File: src/rtl/pt_walker_pkg.sv
// Shared constants, encodings and helpers for the page-table walker.
// Assumes the architectural physical address limit of 52 bits.
package pt_walker_pkg;
    localparam int ADDR_MAX    = 52;  // widest physical address
    localparam int ENTRY_W     = 64;  // bits per table entry
    localparam int PAGE_SHIFT  = 12;  // 4 KB page / table alignment
    localparam int LARGE_SHIFT = 21;  // 2 MB page alignment
    localparam int PS_BIT      = 7;   // page-size flag in an entry
    localparam int PRESENT_BIT = 0;   // present flag in an entry
    localparam int PWT_BIT     = 3;   // root write-through attribute
    localparam int PCD_BIT     = 4;   // root cache-disable attribute
    localparam int BASE_W      = ADDR_MAX - PAGE_SHIFT;

    typedef enum logic [1:0] {
        FLT_NONE        = 2'd0,
        FLT_NOT_PRESENT = 2'd1,
        FLT_RESERVED    = 2'd2,
        FLT_NONCANON    = 2'd3
    } fault_e;

    typedef enum logic [1:0] {
        ST_IDLE  = 2'd0,
        ST_FETCH = 2'd1,
        ST_WAIT  = 2'd2,
        ST_RESP  = 2'd3
    } state_e;

    // Mask with bits lo..hi-1 set.
    function automatic logic [ENTRY_W-1:0] bit_range(input int lo, input int hi);
        logic [ENTRY_W-1:0] m;
        m = '0;
        for (int i = 0; i < ENTRY_W; i++) begin
            if (i >= lo && i < hi) m[i] = 1'b1;
        end
        return m;
    endfunction
endpackage

File: src/rtl/pt_req_check.sv
// Request screening: the virtual address must be a sign extension of bit VA_W-1,
// and the root must have no bits set at or above PHYS_W.
// Assumes PHYS_W <= 52 and VA_W < 64.
module pt_req_check
    import pt_walker_pkg::*;
#(
    parameter int VA_W   = 48,
    parameter int PHYS_W = 52
) (
    input  logic [ENTRY_W-1:0] vaddr,
    input  logic [ENTRY_W-1:0] root,
    output logic               canon_ok,
    output logic               root_ok
);
    localparam logic [ENTRY_W-1:0] ROOT_RESV = bit_range(PHYS_W, ENTRY_W);

    logic [ENTRY_W-VA_W:0] upper;

    // Sign-extension and root reserved-bit screening.
    always_comb begin
        upper    = vaddr[ENTRY_W-1:VA_W-1];
        canon_ok = (&upper) | ~(|upper);
        root_ok  = ~(|(root & ROOT_RESV));
    end
endmodule

File: src/rtl/pt_addr_gen.sv
// Entry address builder: joins a table base with the index slice chosen by the
// current level and three zero bits. Level 0 uses the highest slice.
// Assumes LEVELS * IDX_W + PAGE_SHIFT == VA_W.
module pt_addr_gen
    import pt_walker_pkg::*;
#(
    parameter int VA_W   = 48,
    parameter int LEVELS = 4,
    parameter int IDX_W  = 9,
    localparam int LVL_W = $clog2(LEVELS)
) (
    input  logic [BASE_W-1:0]   base,
    input  logic [VA_W-1:0]     vaddr,
    input  logic [LVL_W-1:0]    level,
    output logic [ADDR_MAX-1:0] addr
);
    localparam int OFS_W = PAGE_SHIFT - IDX_W;

    logic [IDX_W-1:0] slice [LEVELS];
    logic [PAGE_SHIFT-1:0] unused_low;

    for (genvar g = 0; g < LEVELS; g++) begin : g_slice
        assign slice[g] = vaddr[VA_W-1-IDX_W*g -: IDX_W];
    end

    assign unused_low = vaddr[PAGE_SHIFT-1:0];

    // Concatenate base, level index and byte offset of an 8-byte entry.
    always_comb begin
        addr = {base, slice[level], {OFS_W{1'b0}}};
    end
endmodule

File: src/rtl/pt_entry_check.sv
// Entry decoder: present flag, reserved physical bits, leaf detection and the
// next table base or final physical address.
// Assumes level LEVELS-2 may hold a 2 MB leaf and level LEVELS-1 is always a leaf.
module pt_entry_check
    import pt_walker_pkg::*;
#(
    parameter int VA_W   = 48,
    parameter int PHYS_W = 52,
    parameter int LEVELS = 4,
    localparam int LVL_W = $clog2(LEVELS)
) (
    input  logic [ENTRY_W-1:0]  entry,
    input  logic [LVL_W-1:0]    level,
    input  logic [VA_W-1:0]     vaddr,
    output logic                present,
    output logic                resv_bad,
    output logic                leaf,
    output logic                is_2m,
    output logic [BASE_W-1:0]   next_base,
    output logic [ADDR_MAX-1:0] leaf_paddr
);
    localparam logic [ENTRY_W-1:0] ENT_RESV  = bit_range(PHYS_W, ADDR_MAX);
    localparam logic [LVL_W-1:0]   LEAF_LVL  = LVL_W'(LEVELS - 1);
    localparam logic [LVL_W-1:0]   LARGE_LVL = LVL_W'(LEVELS - 2);

    logic [VA_W-1:LARGE_SHIFT] unused_va;
    assign unused_va = vaddr[VA_W-1:LARGE_SHIFT];

    // Decode one fetched entry against its level.
    always_comb begin
        present   = entry[PRESENT_BIT];
        resv_bad  = |(entry & ENT_RESV);
        is_2m     = (level == LARGE_LVL) && entry[PS_BIT];
        leaf      = is_2m || (level == LEAF_LVL);
        next_base = entry[ADDR_MAX-1:PAGE_SHIFT];
        if (is_2m)
            leaf_paddr = {entry[ADDR_MAX-1:LARGE_SHIFT], vaddr[LARGE_SHIFT-1:0]};
        else
            leaf_paddr = {entry[ADDR_MAX-1:PAGE_SHIFT], vaddr[PAGE_SHIFT-1:0]};
    end
endmodule

File: src/rtl/pt_walker.sv
// Four-level page-table walker. Accepts one request, screens it, issues one
// entry read per level with a single outstanding read, and returns either a
// 4 KB or 2 MB translation or a fault with its level.
// Assumes memory raises mem_rsp_valid once per accepted read, only in ST_WAIT.
module pt_walker
    import pt_walker_pkg::*;
#(
    parameter int VA_W   = 48,
    parameter int PHYS_W = 52,
    parameter int LEVELS = 4,
    parameter int IDX_W  = 9,
    localparam int LVL_W = $clog2(LEVELS)
) (
    input  logic                clk,
    input  logic                rst_n,
    input  logic                req_valid,
    output logic                req_ready,
    input  logic [ENTRY_W-1:0]  req_vaddr,
    input  logic [ENTRY_W-1:0]  req_root,
    output logic                mem_req_valid,
    input  logic                mem_req_ready,
    output logic [ADDR_MAX-1:0] mem_req_addr,
    input  logic                mem_rsp_valid,
    input  logic [ENTRY_W-1:0]  mem_rsp_data,
    output logic                rsp_valid,
    input  logic                rsp_ready,
    output logic [ADDR_MAX-1:0] rsp_paddr,
    output logic                rsp_is_2m,
    output logic                rsp_pwt,
    output logic                rsp_pcd,
    output logic [1:0]          rsp_fault,
    output logic [LVL_W-1:0]    rsp_fault_level
);
    state_e                state_q;
    logic [VA_W-1:0]       vaddr_q;
    logic [BASE_W-1:0]     base_q;
    logic [LVL_W-1:0]      level_q;
    logic [ADDR_MAX-1:0]   paddr_q;
    logic                  is_2m_q;
    logic                  pwt_q;
    logic                  pcd_q;
    fault_e                fault_q;
    logic [LVL_W-1:0]      flvl_q;

    logic                  canon_ok;
    logic                  root_ok;
    logic                  ent_present;
    logic                  ent_resv;
    logic                  ent_leaf;
    logic                  ent_2m;
    logic [BASE_W-1:0]     ent_next_base;
    logic [ADDR_MAX-1:0]   ent_paddr;

    pt_req_check #(.VA_W(VA_W), .PHYS_W(PHYS_W)) u_req_check (
        .vaddr    (req_vaddr),
        .root     (req_root),
        .canon_ok (canon_ok),
        .root_ok  (root_ok)
    );

    pt_addr_gen #(.VA_W(VA_W), .LEVELS(LEVELS), .IDX_W(IDX_W)) u_addr_gen (
        .base  (base_q),
        .vaddr (vaddr_q),
        .level (level_q),
        .addr  (mem_req_addr)
    );

    pt_entry_check #(.VA_W(VA_W), .PHYS_W(PHYS_W), .LEVELS(LEVELS)) u_entry_check (
        .entry      (mem_rsp_data),
        .level      (level_q),
        .vaddr      (vaddr_q),
        .present    (ent_present),
        .resv_bad   (ent_resv),
        .leaf       (ent_leaf),
        .is_2m      (ent_2m),
        .next_base  (ent_next_base),
        .leaf_paddr (ent_paddr)
    );

    // Walk sequencing and result capture.
    always_ff @(posedge clk) begin
        if (!rst_n) begin
            state_q <= ST_IDLE;
            vaddr_q <= '0;
            base_q  <= '0;
            level_q <= '0;
            paddr_q <= '0;
            is_2m_q <= 1'b0;
            pwt_q   <= 1'b0;
            pcd_q   <= 1'b0;
            fault_q <= FLT_NONE;
            flvl_q  <= '0;
        end else begin
            case (state_q)
                ST_IDLE: begin
                    if (req_valid) begin
                        vaddr_q <= req_vaddr[VA_W-1:0];
                        base_q  <= req_root[ADDR_MAX-1:PAGE_SHIFT];
                        pwt_q   <= req_root[PWT_BIT];
                        pcd_q   <= req_root[PCD_BIT];
                        level_q <= '0;
                        paddr_q <= '0;
                        is_2m_q <= 1'b0;
                        flvl_q  <= '0;
                        if (!canon_ok) begin
                            fault_q <= FLT_NONCANON;
                            state_q <= ST_RESP;
                        end else if (!root_ok) begin
                            fault_q <= FLT_RESERVED;
                            state_q <= ST_RESP;
                        end else begin
                            fault_q <= FLT_NONE;
                            state_q <= ST_FETCH;
                        end
                    end
                end
                ST_FETCH: begin
                    if (mem_req_ready) state_q <= ST_WAIT;
                end
                ST_WAIT: begin
                    if (mem_rsp_valid) begin
                        if (!ent_present) begin
                            fault_q <= FLT_NOT_PRESENT;
                            flvl_q  <= level_q;
                            state_q <= ST_RESP;
                        end else if (ent_resv) begin
                            fault_q <= FLT_RESERVED;
                            flvl_q  <= level_q;
                            state_q <= ST_RESP;
                        end else if (ent_leaf) begin
                            paddr_q <= ent_paddr;
                            is_2m_q <= ent_2m;
                            state_q <= ST_RESP;
                        end else begin
                            base_q  <= ent_next_base;
                            level_q <= level_q + LVL_W'(1);
                            state_q <= ST_FETCH;
                        end
                    end
                end
                ST_RESP: begin
                    if (rsp_ready) state_q <= ST_IDLE;
                end
                default: state_q <= ST_IDLE;
            endcase
        end
    end

    // Handshake outputs and registered result.
    always_comb begin
        req_ready       = (state_q == ST_IDLE);
        mem_req_valid   = (state_q == ST_FETCH);
        rsp_valid       = (state_q == ST_RESP);
        rsp_paddr       = paddr_q;
        rsp_is_2m       = is_2m_q;
        rsp_pwt         = pwt_q;
        rsp_pcd         = pcd_q;
        rsp_fault       = fault_q;
        rsp_fault_level = flvl_q;
    end
endmodule

File: config.mk
export PLATFORM = sky130hd
export DESIGN_NAME = pt_walker
export DESIGN_NICKNAME = d
export VERILOG_FILES = /design/src/rtl/pt_walker_pkg.sv /design/src/rtl/pt_req_check.sv /design/src/rtl/pt_addr_gen.sv /design/src/rtl/pt_entry_check.sv /design/src/rtl/pt_walker.sv
export SDC_FILE = /design/constraint.sdc
export NUM_CORES = 1
export LEC_CHECK = 0
export BUFFER_PORTS_ARGS = -buffer_cell sky130_fd_sc_hd__buf_2
export CORE_MARGIN = 5
export CORE_UTILIZATION = 42
export CTS_CLUSTER_DIAMETER = 100
export DETAILED_ROUTE_END_ITERATION = 12
export PLACE_DENSITY = 0.77
export RECOVER_POWER = 25
export SLEW_MARGIN = 5
export SYNTH_ARGS = -nofsm -noshare
export SYNTH_HDL_FRONTEND = slang
export SYNTH_SLANG_ARGS = --single-unit
File: constraint.sdc
create_clock -name clk -period 2.1 [get_ports clk]
set_input_delay 0.42 -clock clk [delete_from_list [all_inputs] [get_ports clk]]
set_output_delay 0.42 -clock clk [all_outputs]
set_load 0.005 [all_outputs]
Word level (Yosys, flattened, before mapping)
Index checks and enable logic that the tools add are counted.
{ "totals": {"register_bits": 151, "input_bits": 198, "output_inout_bits": 114, "word_cells": 82} }
{ "classes": {"add_sub_neg": 1, "order_cmp": 1, "n_eq_ne": 13, "muxes": 42, "bitwise": 3, "n_reduce_logical": 12} }
{ "op_table": {"columns": ["operator", "count"], "rows": [
  ["two-way mux 52 bit", 4],
  ["two-way mux 40 bit", 4],
  ["one-hot mux 52 bit (2 select lines)", 1],
  ["one-hot mux 40 bit (2 select lines)", 1],
  ["two-way mux 2 bit", 19],
  ["two-way mux 21 bit", 1],
  ["binary-select mux 9 bit (select 2 bit)", 1],
  ["two-way mux 9 bit", 2],
  ["AND reduction 17 bit", 1],
  ["OR reduction 17 bit", 1],
  ["inequality test 2 bit (second input constant)", 6],
  ["one-hot mux 2 bit (2 select lines)", 3],
  ["OR reduction 12 bit", 1],
  ["AND reduction 5 bit", 2],
  ["== test 2 bit (second input constant)", 4],
  ["one-hot mux 2 bit (4 select lines)", 1],
  ["AND reduction 4 bit", 2],
  ["two-way mux 1 bit", 4],
  ["inequality test 2 x 1 -> 1 bit (second input constant)", 2],
  [">= comparator 3 bit (second input constant)", 1],
  ["inverter 2 -> 3 bit", 1],
  ["adder 2 x 1 -> 2 bit (second input constant)", 1],
  ["== test 2 x 1 -> 1 bit (second input constant)", 1],
  ["logical NOT 2 bit", 1],
  ["7 further kinds", 7]
]} }

Logic depth before layout (Yosys ltp)
{ "depth": {"ltp_word": 7, "ltp_mapped": 10, "depth_no_buf": 7} }

Hierarchy
From an unflattened synthesis, not the netlist that was laid out.
{ "hier_totals": {"hier_cells": 862, "area_unflattened_um2": 7541.0} }
{ "modules_own_cells": {"columns": ["mod", "instances", "cells_each", "area_each_um2", "seq_area_each_um2"], "rows": [
  ["pt_walker", 1, 692, 6064.6, 3022.9],
  ["pt_entry_check", 1, 99, 807.0, 0.0],
  ["pt_addr_gen", 1, 55, 545.5, 0.0],
  ["pt_req_check", 1, 16, 123.9, 0.0]
]} }

Least setup slack after synthesis
Ideal clock, no wire load.
{ "synth_path": {"path_kind": "register to register", "from": "register level_q[0]", "to": "register paddr_q[48] (netlist: rsp_paddr[48])", "setup_time_ps": 70, "t_arrival_ps": 1924, "t_required_ps": 2030, "setup_slack_ps": 105, "path_stages_with_launch": 10, "n_path_buf": 2, "period_less_slack_ps": 1995, "cell_sequence": "dfxtp_1 -> buf_2 -> inv_1 -> ha_1 -> a21oi_1 -> o21ai_0 -> nand2_1 -> clkbuf_1 -> nand2_1 -> a21oi_1"} }
{ "synth_between": {"elab_chain_len": 5, "word_cells_on_any_way": 6, "classes_between": "eq/ne (3); reduce/logical (3)"} }
{ "synth_rtl": {"columns": ["item", "line", "text"], "rows": [
  ["start, declared", "pt_walker.sv:37", "logic [LVL_W-1:0] level_q;"],
  ["start signal, assigned", "pt_walker.sv:136", "level_q <= level_q + LVL_W'(1);"],
  ["== test 2 bit", "pt_entry_check.sv:33", "is_2m = (level == LARGE_LVL) && entry[PS_BIT];"],
  ["logical AND 1 bit", "pt_entry_check.sv:33", null],
  ["logical OR 1 bit *", "pt_entry_check.sv:34", "leaf = is_2m || (level == LEAF_LVL);"],
  ["inequality test 2 bit (no source line) *", null, null],
  ["AND reduction 5 bit (no source line) *", null, null],
  ["end signal, assigned", "pt_walker.sv:131", "paddr_q <= ent_paddr;"],
  ["end, declared", "pt_walker.sv:38", "logic [ADDR_MAX-1:0] paddr_q;"]
]} }
Mark *: on every way between the ends. The rest lies on a longest branch, timed or not.
A chain may end at the register's enable or synchronous reset.

Worst setup path after layout
{ "layout_path": {"from": "register level_q[0]", "to": "output mem_req_addr[3]"} }
{ "layout_between": {"elab_chain_len": 4} }
{ "layout_rtl": {"columns": ["item", "line", "text"], "rows": [
  ["inverter 2 -> 3 bit (not written as such)", "pt_addr_gen.sv:30", "addr = {base, slice[level], {OFS_W{1'b0}}};"],
  ["binary-select mux 9 bit (select 2 bit)", "pt_addr_gen.sv:30", null],
  ["two-way mux 9 bit (not written as such) (2 in series)", "pt_addr_gen.sv:30", null],
  ["end, declared", "pt_walker.sv:22", "output logic [ADDR_MAX-1:0] mem_req_addr,"]
]} }
No other way between the ends. The select of a mux whose other input is x is not followed.

==> metrics.csv <==
metric;value;unit
required;1680;ps
cts_hold_buf;0;
r2r_start;level_q[0];
hold_depth;3;
status;finished, final reports clean;
yosys.cell_types.count;35;
slew_headroom;63.3;%
synth_area_leaders;dfxtp_1 (48%), nand2_1 (14%), a21oi_1 (8.8%);
slew_violations;0;
grt_pass1_wl;31.2;mm
finClkSkew;7.35;ps
drtPass1Iterations;5;
synth_edf_count;0;
cp_max_fo;10;
min_period;2030;ps
nets;1224;
drt-vias-per-instance;5.26;
maxCapViolCount;0;
max_freq;493;MHz
yosysSeqAreaShare;47.7;%
crit_type;register to primary output;
hold_class;primary input to register;
vias;6413;
hpwl;14.1;mm
clockBufferDepth;2;
crit_path_cell_trace;buf_12 -> mux4_2 -> buf_2;
cp_num_buf_inv;2;
cp-end-kind;primary output;
die-area;0.0176;mm2
ioPinCount;312;
wirelength;20.0;mm
tns;0;ps
area_delta_synth_final;33.9;%
drt_iter0_markers;374;
min_to;vaddr_q[21];
fin_crit_sh;96.7;%
yosysMostFrequentCell;nand2_1;
syn_inst;780;
gp_congestion;0.809;
grt_overflow;0;
cp_data_arrival_time;1610;ps
async_reset_ff_share;0;%
post-route-util;57.9;%
r2r_slack;280;ps
worstRegToRegCells;8;
synth_commonest_cells;nand2_1 (243), dfxtp_1 (151), a21oi_1 (111);
grt_pass1_vias;6047;
antenna_found_initial;0;
port_buffers;276;
grt_use_total;21.9;%
yosysTopAreaCell;dfxtp_1;
clk_latency;410;ps
start_util;43.2;%
row_count;44;
layout-drive-gt1-share;31.4;%
synth_seq_cells;151;
core_area;0.0146;mm2
path_delay_family;multiplexers;
syn_area;0.00633;mm2
crit_path_top_delay_cell;mux4_2;
setup_viol;0;
cp-start-kind;register;
htree_levels;4;
cts_made_buffers;17;
ir_drop;703;uV
synth_flop_cell;dfxtp_1;
num_antenna_cells;0;
ys.warnings.count;0;
syn_avg_cell_area;8.12;um2
clock_sinks;151;
die_x;133;um
hold_viol;0;
cts_tree;built;
drc;0;
cts_root_buffer;clkbuf_16;
synth_top_area_share;47.7;%
tightest_slew;544;ps
min_from;req_vaddr[21];
grt_max_degree;100;
die_h;133;um
antenna_left;0;
p_leak;3.55;nW
wl_per_cell;16.4;um
cellPowerDensity;993;mW/mm2
timing.rr.end;base_q[35];
critPathMaxStageDelay;530;ps
grt_setup_unrepaired;false;
clkTransAtPathRegs;60;ps
report_power, final:
| part | switching, mW | internal (mW) | total [mW] |
|---|---|---|---|
| Clock | 1.20 | 2.11 | 3.31 |
| Sequential | 0.161 | 3.15 | 3.31 |
| Combinational | 1.07 | 0.723 | 1.79 |
| Total | 2.43 | 5.98 | 8.42 |
stage by stage:
| stage | hold slack, ps | setup slack (ps) | cells | power, mW | area, um2 |
|---|---|---|---|---|---|
| 4_1_cts | 221 | 11.5 | 1219 | 8.50 | 8510 |
| 6_report | 237 | 69.6 | 1220 | 8.42 | 8480 |
| 2_1_floorplan | 433 | 105 | 782 | 4.44 | 6340 |
| 3_5_place_dp | 440 | 173 | 1188 | 5.18 | 7870 |
| 3_3_place_gp | 437 | 155 | 1188 | 5.14 | 7870 |
| 5_1_grt | 220 | 8.43 | 1220 | 8.82 | 8480 |
state kept, by name (all words and copies together) (netlist names):
name	flops
level_q	2
vaddr_q	48
state_q	2
base_q	40
rsp_fault_level	2
rsp_pwt	1
rsp_fault	2
rsp_pcd	1
rsp_paddr	52
rsp_is_2m	1
layer usage:
layer	part of all wire [%]	vias to the layer above	wire length [um]	track usage, %
met1	42	2982	8460	26.9
met3	8.4	20	1690	7.74
met5	0	-	0	0
met2	48	257	9640	37.1
met4	1.3	0	255	5.02
li1	-	3154	-	-
logic make-up after synthesis:
group / synth area share, %
buf+inv: 5.69
fa+ha+maj: 0.395
flops: 47.7
compound gates: 17.1
mux: 5.12
other cells: 0.0592
simple gates: 23.9
cell type report:
| cell class | instances | area [um2] |
|---|---|---|
| multi-input cells | 555 | 2980 |
| fillers | 1383 | 6170 |
| clock inverters | 11 | 196 |
| well taps | 184 | 230 |
| repair buffers | 292 | 1580 |
| flip-flops and latches | 151 | 3030 |
| clock buffers | 20 | 437 |
| inverters | 7 | 28.8 |
worst max-delay path by stage:
stage | cells past startpoint | endpoint | from
detailed placement | 6 | vaddr_q[17] | state_q[1]
finish | 3 | mem_req_addr[3] | level_q[0]
CTS | 3 | mem_req_addr[3] | level_q[0]
global placement | 6 | vaddr_q[41] | state_q[1]
floorplan | 9 | rsp_paddr[48] | level_q[0]
global route | 3 | mem_req_addr[3] | level_q[0]
layout by cell type, fill, tap and decap left out, types with 3 or more instances in the layout:
| cell type | synthesis | layout |
|---|---|---|
| a21oi_1 | 111 | 111 |
| nand4_1 | 5 | 5 |
| mux4_2 | 9 | 9 |
| buf_4 | 11 | 5 |
| nand2_1 | 243 | 241 |
| o21ai_0 | 3 | 3 |
| a311oi_2 | 14 | 14 |
| buf_2 | 15 | 236 |
| clkbuf_16 | 0 | 17 |
| bufinv_16 | 0 | 5 |
| clkbuf_1 | 34 | 43 |
| a311oi_1 | 27 | 27 |
| buf_12 | 0 | 10 |
| mux2_2 | 9 | 9 |
| conb_1 | 1 | 3 |
| nand3_1 | 54 | 54 |
| nor4_1 | 7 | 7 |
| dfxtp_1 | 151 | 149 |
| inv_1 | 7 | 6 |
| nor2_1 | 47 | 47 |
worst reg2reg max path, stage by stage (launching register included):
cell and delay, ps:
dfxtp_4 370, inv_1 40, ha_1 200, a21oi_1 230, a21oi_2 120, nor2b_4 180
buf_12 240, nor2_1 80, a311oi_1 270
repair_timing:
action	in CTS	in global routing
buffers inserted	0	1
resized for setup	4	4
endpoints found under the setup margin	9	53
Power figures use the tool's default switching activity.
